### config.mk
export PLATFORM = sky130hd
export DESIGN_NAME = conv_sequencer
export DESIGN_NICKNAME = d
export VERILOG_FILES = /design/src/rtl/conv_seq_pkg.sv /design/src/rtl/conv_len_clamp.sv /design/src/rtl/chan_picker.sv /design/src/rtl/seq_ctrl.sv /design/src/rtl/conv_sequencer.sv
export SDC_FILE = /design/constraint.sdc
export NUM_CORES = 1
export LEC_CHECK = 0
export BUFFER_PORTS_ARGS = -buffer_cell sky130_fd_sc_hd__buf_2
export CORE_MARGIN = 10
export CORE_UTILIZATION = 60
export DETAILED_ROUTE_END_ITERATION = 10
export PLACE_DENSITY = 0.9
export SLEW_MARGIN = 20
export SYNTH_ARGS = -nofsm -noshare
export SYNTH_HDL_FRONTEND = slang
export SYNTH_HIERARCHICAL = 1
export SYNTH_SLANG_ARGS = --single-unit
export TNS_END_PERCENT = 1
### constraint.sdc
create_clock -name clk -period 7.2 [get_ports clk]
set_clock_uncertainty 0.2 [all_clocks]
set_input_delay 1.08 -clock clk [delete_from_list [all_inputs] [get_ports clk]]
set_output_delay 1.08 -clock clk [all_outputs]
set_load 0.02 [all_outputs]
### src/rtl/conv_seq_pkg.sv
package conv_seq_pkg;

  typedef enum logic [1:0] {
    RUN_SINGLE = 2'd0,
    RUN_PASS   = 2'd1,
    RUN_LOOP   = 2'd2
  } run_kind_e;

  typedef enum logic {
    ST_IDLE = 1'b0,
    ST_CONV = 1'b1
  } seq_state_e;

  localparam logic [1:0] STAT_OFF = 2'b00;
  localparam logic [1:0] STAT_OK  = 2'b01;
  localparam logic [1:0] STAT_ERR = 2'b11;

endpackage

### src/rtl/conv_len_clamp.sv
module conv_len_clamp #(
  parameter int CW     = 8,
  parameter int MIN_HS = 21,
  parameter int MIN_LP = 18
) (
  input  logic [CW-1:0] ncyc_i,
  input  logic          osc_lp_i,
  output logic [CW-1:0] len_o
);

  localparam logic [CW-1:0] FLOOR_HS = CW'(MIN_HS);
  localparam logic [CW-1:0] FLOOR_LP = CW'(MIN_LP);

  logic [CW-1:0] floor_val;

  always_comb begin
    floor_val = osc_lp_i ? FLOOR_LP : FLOOR_HS;
    len_o     = (ncyc_i > floor_val) ? ncyc_i : floor_val;
  end

endmodule

### src/rtl/chan_picker.sv
module chan_picker #(
  parameter int NCH = 2,
  parameter int IW  = 1
) (
  input  logic [NCH-1:0] en_i,
  input  logic [IW-1:0]  cur_i,
  output logic [IW-1:0]  first_o,
  output logic           first_vld_o,
  output logic [IW-1:0]  next_o,
  output logic           next_vld_o
);

  logic [NCH-1:0] above;

  for (genvar g = 0; g < NCH; g++) begin : g_above
    assign above[g] = en_i[g] && (g > int'(cur_i));
  end

  always_comb begin
    first_o     = '0;
    first_vld_o = 1'b0;
    next_o      = '0;
    next_vld_o  = 1'b0;
    for (int c = NCH - 1; c >= 0; c--) begin
      if (en_i[c]) begin
        first_o     = IW'(c);
        first_vld_o = 1'b1;
      end
      if (above[c]) begin
        next_o     = IW'(c);
        next_vld_o = 1'b1;
      end
    end
  end

endmodule

### src/rtl/seq_ctrl.sv
module seq_ctrl
  import conv_seq_pkg::*;
#(
  parameter int NCH   = 2,
  parameter int IW    = 1,
  parameter int CW    = 8,
  parameter int ACC_W = 4
) (
  input  logic             clk,
  input  logic             rst_n,
  input  logic             start_i,
  input  logic             abort_i,
  input  logic [2:0]       mode_i,
  input  logic [NCH-1:0]   en_i,
  input  logic [CW-1:0]    len_i,
  input  logic [IW-1:0]    first_i,
  input  logic             first_vld_i,
  input  logic [IW-1:0]    next_i,
  input  logic             next_vld_i,
  output logic [NCH-1:0]   pick_en_o,
  output logic [IW-1:0]    chan_o,
  output logic             busy_o,
  output logic             strobe_o,
  output logic [1:0]       stat_o,
  output logic [ACC_W-1:0] acc_o
);

  seq_state_e      st_q,   st_d;
  run_kind_e       kind_q, kind_d;
  logic [CW-1:0]   cnt_q,  cnt_d;
  logic [CW-1:0]   len_q,  len_d;
  logic [IW-1:0]   chan_q, chan_d;
  logic [NCH-1:0]  en_q,   en_d;
  logic [1:0]      stat_q, stat_d;
  logic [ACC_W-1:0] acc_q, acc_d;
  logic            conv_end;
  logic            upd_en;

  assign conv_end  = (st_q == ST_CONV) && (cnt_q == len_q);
  assign upd_en    = start_i | abort_i | (st_q == ST_CONV);
  assign pick_en_o = (st_q == ST_CONV) ? en_q : en_i;

  always_comb begin
    st_d   = st_q;
    kind_d = kind_q;
    cnt_d  = cnt_q;
    len_d  = len_q;
    chan_d = chan_q;
    en_d   = en_q;
    stat_d = stat_q;
    acc_d  = acc_q;
    if (abort_i) begin
      st_d  = ST_IDLE;
      cnt_d = '0;
    end else if (st_q == ST_IDLE) begin
      if (start_i) begin
        unique case (mode_i)
          3'b000, 3'b001: begin
            st_d   = ST_CONV;
            kind_d = RUN_SINGLE;
            cnt_d  = CW'(1);
            len_d  = len_i;
            chan_d = '0;
            stat_d = STAT_OFF;
            acc_d  = '0;
          end
          3'b100, 3'b101, 3'b110, 3'b111: begin
            acc_d = '0;
            if (first_vld_i) begin
              st_d   = ST_CONV;
              kind_d = mode_i[1] ? RUN_LOOP : RUN_PASS;
              cnt_d  = CW'(1);
              len_d  = len_i;
              chan_d = first_i;
              en_d   = en_i;
              stat_d = STAT_OK;
            end else begin
              stat_d = STAT_ERR;
            end
          end
          default: ;
        endcase
      end
    end else if (conv_end) begin
      acc_d = acc_q + 1'b1;
      cnt_d = CW'(1);
      unique case (kind_q)
        RUN_PASS: begin
          if (next_vld_i) begin
            chan_d = next_i;
          end else begin
            st_d  = ST_IDLE;
            cnt_d = '0;
          end
        end
        RUN_LOOP: chan_d = next_vld_i ? next_i : first_i;
        default: begin
          st_d  = ST_IDLE;
          cnt_d = '0;
        end
      endcase
    end else begin
      cnt_d = cnt_q + 1'b1;
    end
  end

  always_ff @(posedge clk or negedge rst_n) begin
    if (!rst_n) begin
      st_q   <= ST_IDLE;
      kind_q <= RUN_SINGLE;
      cnt_q  <= '0;
      len_q  <= '0;
      chan_q <= '0;
      en_q   <= '1;
      stat_q <= STAT_OFF;
      acc_q  <= '0;
    end else if (upd_en) begin
      st_q   <= st_d;
      kind_q <= kind_d;
      cnt_q  <= cnt_d;
      len_q  <= len_d;
      chan_q <= chan_d;
      en_q   <= en_d;
      stat_q <= stat_d;
      acc_q  <= acc_d;
    end
  end

  assign busy_o   = (st_q == ST_CONV);
  assign strobe_o = conv_end;
  assign chan_o   = chan_q;
  assign stat_o   = stat_q;
  assign acc_o    = acc_q;


  start_launch_chk: assert property (@(posedge clk) disable iff (!rst_n)
    start_i && !abort_i && !busy_o && (mode_i[2:1] == 2'b00) |=> busy_o && (chan_o == '0));


  abort_stop_chk: assert property (@(posedge clk) disable iff (!rst_n)
    abort_i |=> !busy_o && !strobe_o);


  strobe_single_chk: assert property (@(posedge clk) disable iff (!rst_n)
    strobe_o |=> !strobe_o);


  err_idle_chk: assert property (@(posedge clk) disable iff (!rst_n)
    (stat_o == STAT_ERR) |-> !busy_o);


  acc_step_chk: assert property (@(posedge clk) disable iff (!rst_n)
    strobe_o && !abort_i |=> acc_o == $past(acc_o) + 1'b1);


  chan_enabled_chk: assert property (@(posedge clk) disable iff (!rst_n)
    busy_o && (stat_o == STAT_OK) |-> en_q[chan_q]);

endmodule

### src/rtl/conv_sequencer.sv
module conv_sequencer #(
  parameter int NCH    = 2,
  parameter int CW     = 8,
  parameter int ACC_W  = 4,
  parameter int MIN_HS = 21,
  parameter int MIN_LP = 18,
  localparam int IW    = (NCH > 1) ? $clog2(NCH) : 1
) (
  input  logic             clk,
  input  logic             rst_n,
  input  logic             start_i,
  input  logic             abort_i,
  input  logic [2:0]       mode_i,
  input  logic [NCH-1:0]   chan_en_i,
  input  logic             osc_lp_i,
  input  logic [CW-1:0]    ncyc_i,
  output logic [IW-1:0]    conv_chan_o,
  output logic             conv_strobe_o,
  output logic             busy_o,
  output logic [1:0]       seq_stat_o,
  output logic [ACC_W-1:0] acc_cnt_o
);

  logic [CW-1:0]  len;
  logic [NCH-1:0] pick_en;
  logic [IW-1:0]  first_idx, next_idx;
  logic           first_vld, next_vld;

  conv_len_clamp #(
    .CW(CW), .MIN_HS(MIN_HS), .MIN_LP(MIN_LP)
  ) u_clamp (
    .ncyc_i  (ncyc_i),
    .osc_lp_i(osc_lp_i),
    .len_o   (len)
  );

  chan_picker #(
    .NCH(NCH), .IW(IW)
  ) u_pick (
    .en_i       (pick_en),
    .cur_i      (conv_chan_o),
    .first_o    (first_idx),
    .first_vld_o(first_vld),
    .next_o     (next_idx),
    .next_vld_o (next_vld)
  );

  seq_ctrl #(
    .NCH(NCH), .IW(IW), .CW(CW), .ACC_W(ACC_W)
  ) u_ctrl (
    .clk        (clk),
    .rst_n      (rst_n),
    .start_i    (start_i),
    .abort_i    (abort_i),
    .mode_i     (mode_i),
    .en_i       (chan_en_i),
    .len_i      (len),
    .first_i    (first_idx),
    .first_vld_i(first_vld),
    .next_i     (next_idx),
    .next_vld_i (next_vld),
    .pick_en_o  (pick_en),
    .chan_o     (conv_chan_o),
    .busy_o     (busy_o),
    .strobe_o   (conv_strobe_o),
    .stat_o     (seq_stat_o),
    .acc_o      (acc_cnt_o)
  );

endmodule

[After elaboration in Yosys (flattened, before gate mapping)]
Cells that the tools add are included.
Storage, ports and cells
  output and inout bits: 9
  register bits after elaboration: 28
  logic and storage cells: 90
  input bits: 18
Operators by class
  $lt $le $gt $ge: 2
  muxes and demuxes: 42
  add/subtract/negate cells: 2
  bitwise logic cells: 4
  eq/ne operators: 14
  reduce and logical (&&, ||, !) cells: 18
Operators with widths (count)
  $mux 8: 7
  $pmux 8 s2: 3
  $mux 1: 17
  $mux 4: 4
  $eq 3x3->1 const B: 4
  $reduce_and 6->1: 2
  $reduce_and 5->1: 2
  $add 8x1->8 const B: 1
  $eq 8x8->1: 1
  $gt 8x8->1: 1
  $mux 2: 4
  $pmux 1 s2: 4
  $pmux 2 s2: 2
  $reduce_and 8->1: 1
  $ne 3x2->1 const B: 2
  $reduce_bool 2->1: 3
  $reduce_bool 3->1: 2
  $reduce_or 6->1: 1
  $add 4x1->4 const B: 1
  $ne 2x2->1 const B: 2
  $ne 4x3->1 const B: 1
  $reduce_and 4->1: 1
  $reduce_bool 4->1: 1
  $reduce_or 4->1: 1
  other kinds (11): 14

[Longest topological paths before layout]
  depth after elaboration: 8
  gate-level depth with buffers: 9
  depth with buffers taken out: 7

[Cells and area by module]
Netlist, hierarchy kept.
By module, submodules not included
  seq_ctrl: times used 1, area an instance 1505.2 um^2, cells each 141, seq. area each 703.2 um^2
  conv_len_clamp: times used 1, area an instance 152.6 um^2, cells each 19, seq. area each 0.0 um^2
  chan_picker: times used 1, area an instance 28.8 um^2, cells each 4, seq. area each 0.0 um^2

[Worst setup path after synthesis]
Ideal clock, no wire load.
  kind: input -> register
  start point: input port osc_lp_i
  end point: register u_ctrl.len_q[1]
  setup time: 127 ps
  arrival: 2641 ps
  setup slack: 4232 ps
  stages: 6
  required time: 6873 ps
  buffers on the path: 0
  path through: ha_1 and3b_1 a2111oi_2 o21ai_1 mux2_1 mux2_1
On the way
  word-level cells in the longest chain between the ends: 5
RTL lines
  start, declared: RTL line conv_sequencer.sv:15  | input logic osc_lp_i,
  $mux 3 *: RTL line conv_len_clamp.sv:17  | floor_val = osc_lp_i ? FLOOR_LP : FLOOR_HS;
  $gt 8x8->1: RTL line conv_len_clamp.sv:18  | len_o = (ncyc_i > floor_val) ? ncyc_i : floor_val;
  $mux 8 *: RTL line conv_len_clamp.sv:18
  net len[1]: RTL line conv_sequencer.sv:24  | logic [CW-1:0] len;
  $mux 8: RTL line seq_ctrl.sv:69  | if (first_vld_i) begin
  $pmux 8 s2 *: RTL line seq_ctrl.sv:57  | unique case (mode_i)
  end signal, assigned: RTL line seq_ctrl.sv:121  | len_q <= len_d;
  end, declared: RTL line seq_ctrl.sv:31  | logic [CW-1:0] len_q, len_d;
The timed path passes the listed nets; every way through them passes the cells marked *. The select of a mux whose other input is x is not followed.
A chain may end at the register's enable or synchronous reset.

[Final worst setup path]
  start point: register u_ctrl.cnt_q[5]
  end point: output port conv_strobe_o
On the way
  word-level cells in the longest chain between the ends: 2
RTL lines
  start, declared: RTL line seq_ctrl.sv:30  | logic [CW-1:0] cnt_q, cnt_d;
  start signal, assigned: RTL line seq_ctrl.sv:120  | cnt_q <= cnt_d;
  $eq 8x8->1: RTL line seq_ctrl.sv:39  | assign conv_end = (st_q == ST_CONV) && (cnt_q == len_q);
  $logic_and 1x1->1: RTL line seq_ctrl.sv:39
  end, declared: RTL line conv_sequencer.sv:18  | output logic conv_strobe_o,
No other way between the ends.

==> reports/summary.txt <==
Final hold vios -> 0
Synth Cell Area -> 1690 µm²
Nets -> 213
Tightest Pin Transition -> 622 ps
WL final -> 3600 µm
Reg2reg path depth -> 7
CTS Hold Buffers Added -> 0
Cells after Synth -> 164
Synthesis-stage register bit count -> 28
Resized cells post-CTS -> 0
Post-Synth Adder-Cell Area -> 0.0519
Setup violators final -> 0
Share of post-route cells with drive strength above 1 -> 0.242
Iter 0 DRT Violations -> 189
MaxCap Viol Count -> 0
Post-route ant nets -> 0
Dpl hpwl -> 2830 µm
Htree depth -> 1
Die X -> 73.0 µm
Number of synthesized flops with an enable pin -> 0
Critical Path End Type -> output port
Post-route DRC -> 0
Syn Area/Cell -> 10.3 µm²
Final std cells w/o fill -> 217
CP Launch Type -> register
Inserted Clock Buffers -> 3
Top FF cell, synth -> dfrtp_1
Synth Area in Compound Gates -> 0.116
Cells on Worst Hold Path -> 1
Xor and xnor fraction of the mapped netlist area -> 0.0519
DRT met1 WL -> 1510 µm
Vias -> 1302
Tmin final -> 3200 ps
Synth warn -> 6
Power density over the cells -> 204 nW/µm²
Synth cell types -> 46
Leakage dissipation -> 0.852 nW
Syn Nets -> 189
Peak VDD IR -> 0.144 mV
Placed Cells -> 214
Status -> complete, no violations
Max FO, Critical Path -> 7
Worst Slack Setup Final -> 4000 ps
CTS root buf -> clkbuf_4
Fmax -> 313 MHz
Total die area -> 5330 µm²
Worst EP required -> 5920 ps
Total GRT Usage -> 0.144
Post-CTS setup buffer count -> 0
Number of global-route vias before repair -> 1362
DR pass1 iterations -> 4
WL met2 -> 1850 µm
RSZ-0062 raised after global routing -> false
Routed WL per cell -> 16.6 µm
Row count -> 19
Rel. slew slack -> 0.585
Vias per cell -> 6.00
First-pass GRT wire length -> 6130 µm
Placement Setup Slack -> 3880 ps
N_diodes -> 0
Area growth from synthesis to layout -> 9.27%
Number of port buffers -> 25
CTS tree -> yes
CTS max path bufs -> 2
Simple-Gate Fraction of Synth Area -> 0.197
Metal3 WL -> 151 µm
Die Ht -> 73.0 µm
Setup TNS -> 0 ps
Period utilisation layout -> 0.444
Grt total ovfl -> 0
Critical path type -> register to output port
Clock sinks -> 28
Largest net degree at the start of global routing -> 29
Max layer used -> met4
Initial antenna violation count -> 0
Clock latency on the worst-skew pair -> 340 ps
Arr. time, crit path -> 1920 ps
Placer Congestion -> 0.846
Clk slew on worst S/H paths -> 140 ps
Post-synth ARST share -> 1.00
Seq/Total Area, Yosys -> 0.417
Largest family of logic cells by synthesized area -> simple AND/OR/NAND/NOR gates
Core ar. -> 2730 µm²
Post-synthesis mux area share -> 0.124
Initial core utilization -> 0.617
Hold crit path type -> register to register
Number of top-level pins -> 27
Slew Viols, Final -> 0
==> layout by cell type, fill, tap and decap left out, types with 6 or more instances in the layout <==
cell	count
o21ai_1	6
ha_1	7
buf_2	25
xor2_1	8
dfrtp_1	26
nor2_1	7
inv_1	10
nand3_1	9
nand2_1	16
mux2_1	10
==> synth_stat cells (2+ instances only) <==
master | count | area (µm²)
dfrtp_1 | 26 | 651
nand2_1 | 16 | 60.1
inv_1 | 10 | 37.5
mux2_1 | 10 | 113
nand3_1 | 9 | 45.0
xor2_1 | 8 | 70.1
ha_1 | 7 | 87.6
nor2_1 | 7 | 26.3
o21ai_1 | 6 | 30.0
mux2_2 | 5 | 56.3
nand2b_1 | 5 | 31.3
clkbuf_1 | 4 | 15.0
mux2i_1 | 4 | 40.0
o21ai_0 | 4 | 20.0
a31oi_1 | 3 | 18.8
nor2b_1 | 3 | 18.8
a21oi_1 | 2 | 10.0
buf_4 | 2 | 15.0
dfstp_2 | 2 | 52.6
nor4_4 | 2 | 42.5
o211ai_1 | 2 | 15.0
or4_1 | 2 | 15.0
xnor2_1 | 2 | 17.5
==> report_power, final <==
group | total [mW] | switching (mW) | internal, mW
combinational | 0.107 | 0.0598 | 0.0476
sequential | 0.205 | 0.0201 | 0.185
clock | 0.0643 | 0.0446 | 0.0197
==> final timing paths <==
path	startpoint	to	slack [ps]
min	u_ctrl/acc_o[3]$_DFFE_PN0P_	u_ctrl/acc_o[3]$_DFFE_PN0P_	310
max	u_ctrl/cnt_q[5]$_DFFE_PN0P_	conv_strobe_o	4000
max in group asynchronous	rst_n	u_ctrl/len_q[0]$_DFFE_PN0P_	5860
min in group asynchronous	rst_n	u_ctrl/cnt_q[4]$_DFFE_PN0P_	530
max reg2reg	u_ctrl/busy_o$_DFFE_PN0P_	u_ctrl/cnt_q[2]$_DFFE_PN0P_	4490
min reg2reg	u_ctrl/acc_o[3]$_DFFE_PN0P_	u_ctrl/acc_o[3]$_DFFE_PN0P_	310
==> registers in the layout, indices dropped and copies added, names as in the netlist <==
name,count
u_ctrl/acc_o,4
u_ctrl/busy_o,1
u_ctrl/kind_q,2
u_ctrl/cnt_q,8
u_ctrl/len_q,8
u_ctrl/chan_o,1
u_ctrl/en_q,2
u_ctrl/stat_o,2
==> per-stage QoR <==
step | utilization | hold WS [ps] | cell area [µm²] | power [mW]
2_1_floorplan | - | 278 | 1690 | 0.284
3_3_place_gp | 0.666 | 268 | 1820 | 0.306
3_5_place_dp | 0.666 | 283 | 1820 | 0.315
4_1_cts | 0.674 | 314 | 1840 | 0.380
5_1_grt | 0.674 | 335 | 1840 | 0.399
6_report | 0.674 | 309 | 1840 | 0.376
==> layout make-up <==
type,count,area (µm²)
Inverter,11,41.3
Tap cell,31,38.8
Fill cell,212,891
Sequential cell,28,703
Multi-Input combinational cell,119,912
Timing Repair Buffer,25,125
Clock buffer,3,22.5
==> metal layers <==
metal | GRT usage | vias up
met3 | 0.0327 | 9
met1 | 0.165 | 636
met4 | 0.0717 | 0
met5 | 0 | -
met2 | 0.243 | 27
li1 | - | 630
==> cells by family (layout without fill, tap and decap cells) <==
logic type,after synthesis,after routing
and+or+nand+nor,56,56
muxes,19,19
adders and majority gates,7,7
DFF,28,28
AOI/OAI and AO/OA,27,27
xor gates and xnor gates,10,10
buffers and inverters,17,39
==> critical path, stage by stage (launching register included) <==
cell and delay [ps]:
dfrtp_1 470, xor2_1 190, nor4_4 350, nand2_1 220, nor2_1 170, buf_2 180
Power figures use the tool's default switching activity.
